`src/rtl/seq_mul.sv`:
```
module seq_mul #(
  parameter int W = 8
) (
  input  logic           clk,
  input  logic           rst_n,
  input  logic           start,
  input  logic           is_signed,
  input  logic [W-1:0]   mcand,
  input  logic [W-1:0]   mplier,
  output logic           busy,
  output logic           done,
  output logic [2*W-1:0] product
);
  localparam int CW = (W > 1) ? $clog2(W) : 1;

  logic [W-1:0]  a_q, p_q, b_q;
  logic [CW-1:0] cnt_q;
  logic          sgn_q;

  logic          last;
  logic [W:0]    p_ext, a_ext, sum;

  assign last  = (cnt_q == CW'(W - 1));
  assign p_ext = {sgn_q & p_q[W-1], p_q};
  assign a_ext = b_q[0] ? {sgn_q & a_q[W-1], a_q} : '0;
  assign sum   = (sgn_q && last) ? p_ext - a_ext : p_ext + a_ext;

  always_ff @(posedge clk) begin
    if (!rst_n) begin
      a_q   <= '0;
      p_q   <= '0;
      b_q   <= '0;
      cnt_q <= '0;
      sgn_q <= 1'b0;
      busy  <= 1'b0;
      done  <= 1'b0;
    end else begin
      done <= 1'b0;
      if (busy) begin
        p_q   <= sum[W:1];
        b_q   <= {sum[0], b_q[W-1:1]};
        cnt_q <= cnt_q + 1'b1;
        if (last) begin
          busy <= 1'b0;
          done <= 1'b1;
        end
      end else if (start) begin
        a_q   <= mcand;
        b_q   <= mplier;
        p_q   <= '0;
        cnt_q <= '0;
        sgn_q <= is_signed;
        busy  <= 1'b1;
      end
    end
  end

  assign product = {p_q, b_q};

  AST_START_ACCEPT: assert property (@(posedge clk) disable iff (!rst_n)
    start && !busy |=> busy && !done);
  AST_DONE_PULSE: assert property (@(posedge clk) disable iff (!rst_n)
    done |=> !done);
  AST_DONE_ON_FALL: assert property (@(posedge clk) disable iff (!rst_n)
    $fell(busy) |-> done);
  AST_BUSY_IGNORES_START: assert property (@(posedge clk) disable iff (!rst_n)
    busy && !last |=> busy && $stable(a_q) && $stable(sgn_q));
  AST_RESULT_HOLD: assert property (@(posedge clk) disable iff (!rst_n)
    !busy && !start |=> $stable(product));
endmodule

```
`config.mk`:
```
export PLATFORM = sky130hd
export DESIGN_NAME = seq_mul
export DESIGN_NICKNAME = d
export VERILOG_FILES = /design/src/rtl/seq_mul.sv
export SDC_FILE = /design/constraint.sdc
export NUM_CORES = 1
export LEC_CHECK = 0
export ABC_AREA = 1
export CORE_ASPECT_RATIO = 0.8
export CORE_MARGIN = 2
export CORE_UTILIZATION = 30
export DETAILED_ROUTE_END_ITERATION = 12
export DONT_BUFFER_PORTS = 1
export PLACE_DENSITY = 0.46
export SYNTH_ARGS = -nofsm -noshare
export SYNTH_HDL_FRONTEND = slang
export SYNTH_SLANG_ARGS = --single-unit
```
`constraint.sdc`:
```
create_clock -name clk -period 3.8 [get_ports clk]
set_input_delay 0.38 -clock clk [delete_from_list [all_inputs] [get_ports clk]]
set_output_delay 0.38 -clock clk [all_outputs]
set_load 0.1 [all_outputs]
```
==> Word-level counts from Yosys, hierarchy flattened <==
Cells that the tools add are included.
{ "totals": {"regBits": 30, "latch_bits": 0, "ramBits": 0, "mem_bits_ro": 0, "output_inout_bits": 18, "elab_cells": 30, "memories": 0} }
{ "classes": {"n_addsub": 3, "multipliers": 0, "div": 0, "n_lt_le_gt_ge": 0, "eq_ne": 1, "shifts": 0, "n_mux": 12, "bitwise": 3, "n_reduce_logical": 4} }
{ "ops": {"columns": ["operator", "count"], "rows": [
  ["$mux W8", 4],
  ["$mux W9", 2],
  ["$add A9 B9 Y9", 1],
  ["$sub A9 B9 Y9", 1],
  ["$mux W3", 2],
  ["$mux W1", 4],
  ["$reduce_and A2 Y1", 2],
  ["$add A3 B1 Y3 const B", 1],
  ["$eq A3 B3 Y1 const B", 1],
  ["$and A1 B1 Y1", 2],
  ["$reduce_bool A2 Y1", 1],
  ["$logic_and A1 B1 Y1", 1],
  ["$not A1 Y1", 1]
]} }

==> Longest topological paths before layout <==
{ "depth": {"depth_word": 5, "ltp_mapped": 17, "depth_no_buf": 17} }

==> Least setup slack after synthesis <==
No wires, ideal clock.
{ "synth_path": {"kind": "reg2reg", "from": "register b_q[0]", "to": "register p_q[5]", "setup_ns": 0.134, "t_arrival_ns": 2.753, "t_required_ns": 3.666, "setup_slack_ns": 0.914, "path_stages_with_launch": 15, "synth_period_minus_slack_ns": 2.886, "path_cell_list": "dfxtp_1 buf_6 nand2_4 ha_1 nand3_1 nand2_1 xor2_1 inv_1 ha_1 nand2_1 or2_1 nand3_1 nand2_1 nand3_1 a21oi_1"} }
{ "synth_between": {"elab_chain_cells": 4} }
{ "synth_rtl": {"columns": ["item", "line", "rtl"], "rows": [
  ["from (decl)", "16", "logic [W-1:0] a_q, p_q, b_q;"],
  ["from (signal assigned)", "41", "b_q <= {sum[0], b_q[W-1:1]};"],
  ["from (signal assigned)", "49", "b_q <= mplier;"],
  ["$mux W9 (*)", "25", "assign a_ext = b_q[0] ? {sgn_q & a_q[W-1], a_q} : '0;"],
  ["$add A9 B9 Y9 or $sub A9 B9 Y9 (tied branches)", "26", "assign sum = (sgn_q && last) ? p_ext - a_ext : p_ext + a_ext;"],
  ["$mux W9 (*)", "26", null],
  ["$mux W8 (*)", "39", "if (busy) begin"],
  ["to (signal assigned)", "40", "p_q <= sum[W:1];"],
  ["to (decl)", "16", null]
]} }
Every way passes the cells marked *; elsewhere a longest branch is shown, timed or not.
A chain may end at the register's enable or synchronous reset.

==> Final worst setup path <==
Ends and elaborated chain as after synthesis.

==> impl_metrics.json <==
{
  "outcome": "complete, no violations",
  "grt_antenna_before_repair": 0,
  "dpl.cell_count": 354,
  "track_usage_pct": 13.9,
  "reg2reg_depth": 14,
  "finClkSkew_ns": 0.00804,
  "finalCritPeriodShare_pct": 64.7,
  "drt_wl_total_um": 4410,
  "cts_tree": "done",
  "cts_setup_buffers": 0,
  "maxSlewViolCount": 0,
  "crit_type": "flop to flop",
  "p_switching_mw": 0.434,
  "post-route-drc-count": 0,
  "synthTopCellsByArea": "dfxtp_1 32%, nand2_1 14%, ha_1 7.3%",
  "synth_edf_count": 0,
  "worstSetupStartpointType": "flop",
  "yosysWarningCount": 0,
  "io_buffers": 0,
  "die-width_um": 92.3,
  "wire_per_inst_um": 12.2,
  "h-tree-depth": 2,
  "clkLatencyLatePin_ns": 0.28,
  "worst_slew_pin_slew_ns": 1.02,
  "layout-drive-gt1-share_pct": 14.9,
  "synthTopCellsByCount": "69 x nand2_1, 31 x inv_1, 30 x dfxtp_1, 27 x nor2_1, 19 x a21oi_1",
  "slew_headroom_pct": 32.2,
  "avgSynthCellArea_um2": 6.91,
  "combPwrFrac_pct": 35.1,
  "drtPass1Iterations": 4,
  "ant_nets": 0,
  "min_period_ns": 2.46,
  "ff2ff_setup_slack_ns": 1.34,
  "cts.clk_slew.worst_paths_ns": 0.07,
  "cts_resized": 0,
  "fmax_ghz": 0.407,
  "synthFlopType": "dfxtp_1",
  "synth_top_family_by_area": "simple AND/OR/NAND/NOR gates",
  "endpoint_kind": "flop",
  "coreArea_um2": 5970,
  "numCtsBuffers": 5,
  "crit_buf_inv": 2,
  "post-dp-hpwl_um": 3340,
  "synthesis.nets": 303,
  "rsz0062_at_grt": "false",
  "fin_cells": 362,
  "maxCapViolCount": 0,
  "synth_top_area_share_pct": 32.1,
  "ioPinCount": 38,
  "muxShareOfSynthArea_pct": 0,
  "min_path_type": "input pin to flop",
  "final.setup.tns_ns": 0,
  "synth.most_common_cell": "nand2_1",
  "worstHoldStart": "rst_n",
  "initial_core_util_pct": 31.4,
  "netlist_area_um2": 1870,
  "ys_seq_area_share_pct": 32.1,
  "synthAdderAreaFrac_pct": 8.42,
  "slowest_stage": "dfxtp_2",
  "crit_top_cell": "nand2_1",
  "hold_depth": 2,
  "num_rows": 25,
  "fin_nets": 312,
  "fill_cells": 638,
  "synth-compound-area-share_pct": 11.6,
  "p_int_mw": 0.597,
  "hold_end": "b_q[0]",
  "grt_pass1_vias": 1609,
  "clockBufferDepth": 2,
  "crit_chain": "nand2_1, nand3_4, nor3b_2, nor2_2, xnor2_1, inv_1, ha_1, nand2_1, inv_1, nand4_1, nand3_1, nand2_1, nand3_1, a21oi_1",
  "multiInputGateArea_um2": 1080,
  "yosys_register_bits": 30,
  "critPathArrivalTime_ns": 2.61,
  "grt_overflow_total": 0,
  "async_reset_ff_share_pct": 0,
  "required_ns": 3.96,
  "grt_pass1_wl_um": 7560,
  "ir_worst_vdd_mv": 0.185,
  "via_per_inst": 4.54,
  "swShare_pct": 42.1,
  "cts_root_buf": "clkbuf_8",
  "dieArea_um2": 6900,
  "synthCells": 271,
  "insertedDiodeCount": 0,
  "regArea_um2": 602,
  "grt_max_degree": 20,
  "cpLargestDelayFamily": "simple AND/OR/NAND/NOR gates",
  "ctsHoldBuffers": 0,
  "drt-initial-drc-count": 83,
  "synthXorXnorAreaFrac_pct": 2.81,
  "p_seq_share_pct": 38.3,
  "via_count": 1643,
  "yosys.area_share.simple_pct": 35.1,
  "crit_path_max_fanout": 11,
  "hold_viol": 0,
  "yosys.area.top_type": "dfxtp_1",
  "p_per_area_nw_per_um2": 491,
  "max_stage_delay_ns": 0.55,
  "synth_cell_types": 32,
  "setup_viol_count_final": 0,
  "r2r-start": "b_q[0]",
  "die_y_um": 74.7,
  "cts.sink_count": 30,
  "cellLeakagePower_nw": 1.06,
  "place.gp.congestion": 0.823,
  "syn2layout_area_growth_pct": 12.2,
  "worstReg2RegEnd": "p_q[5]",
  "pwr-share-clk_pct": 26.6
}
-- per-stage QoR --
| stage | instance area [um^2] | hold slack, ns | util [%] | power [mW] | setup slack [ns] |
|---|---|---|---|---|---|
| after CTS | 2100 | 0.185 | 35.2 | 1.04 | 1.33 |
| final | 2100 | 0.196 | 35.2 | 1.03 | 1.34 |
| after detailed placement | 2010 | 0.463 | 33.6 | 0.763 | 1.34 |
| after global routing | 2100 | 0.192 | 35.2 | 1.11 | 1.06 |
| after floorplan | 1870 | 0.444 | - | 0.699 | 0.914 |
| after global placement | 2010 | 0.461 | 33.6 | 0.763 | 1.31 |
-- worst register-to-register path, stage by stage, from the launching register on --
cell     delay (ns)
dfxtp_2        0.55
nand2_1        0.25
nand3_4        0.15
nor3b_2        0.05
nor2_2         0.13
xnor2_1        0.14
inv_1          0.07
ha_1           0.37
nand2_1        0.11
inv_1          0.08
nand4_1        0.13
nand3_1        0.12
nand2_1        0.05
nand3_1        0.07
a21oi_1        0.06
-- per-layer routing --
| layer | track usage (%) | vias up | share of wire (%) |
|---|---|---|---|
| met5 | 0 | - | 0 |
| met4 | 3.98 | 0 | 0.95 |
| met3 | 4.50 | 5 | 5.9 |
| met2 | 21.3 | 36 | 42 |
| met1 | 19.0 | 726 | 51 |
| li1 | - | 876 | - |
-- power groups by stage --
stage | combinational [mW] | sequential, mW | clock, mW
after floorplan | 0.215 | 0.484 | 0
after detailed placement | 0.360 | 0.403 | 0
after CTS | 0.361 | 0.396 | 0.287
after global placement | 0.360 | 0.403 | 0
after global routing | 0.408 | 0.399 | 0.302
final | 0.361 | 0.395 | 0.275
-- area by class of cell --
class	count	share of cell area, %
clock inverter	2	0.596
sequential	30	28.6
multi-input combinational	196	51.6
timing repair buffer	11	3.93
tap	81	4.82
clock buffer	6	3.93
inverter	36	6.43
-- flip-flops by register name, indices dropped and copies added, names as in the netlist --
signal / flops
p_q: 8
cnt_q: 3
b_q: 8
done: 1
a_q: 8
busy: 1
sgn_q: 1
-- kinds of logic (layout without fill, tap and decap cells) --
kind of cell | after synthesis | count (layout)
simple gates | 138 | 138
fa+ha+maj | 12 | 12
xor+xnor | 6 | 6
flops | 30 | 30
buf+inv | 45 | 55
compound gates | 40 | 40
-- worst max-delay path by stage --
stage,startpoint,slack (ns),to,cells past startpoint
after global routing,b_q[0],1.06,p_q[5],14
after global placement,b_q[0],1.31,p_q[5],13
after CTS,b_q[0],1.33,p_q[5],13
final,b_q[0],1.34,p_q[5],14
after detailed placement,b_q[0],1.34,p_q[5],13
after floorplan,b_q[0],0.91,p_q[5],14
-- placed cells by master (no fill, tap or decap), types with 3 or more instances in the layout --
| cell type | synthesis | final |
|---|---|---|
| buf_4 | 2 | 11 |
| nand2_2 | 5 | 5 |
| nand2_1 | 69 | 69 |
| ha_1 | 11 | 11 |
| nand2_4 | 5 | 5 |
| inv_1 | 31 | 31 |
| clkbuf_8 | 0 | 6 |
| inv_2 | 4 | 4 |
| dfxtp_1 | 30 | 29 |
| xor2_1 | 4 | 4 |
| nand3_1 | 16 | 16 |
| nor2_1 | 27 | 27 |
| or2_1 | 3 | 3 |
| nand4_1 | 5 | 5 |
| a21oi_1 | 19 | 19 |
| o21ai_0 | 13 | 13 |
| nand3_2 | 3 | 3 |
Power figures use the tool's default switching activity.
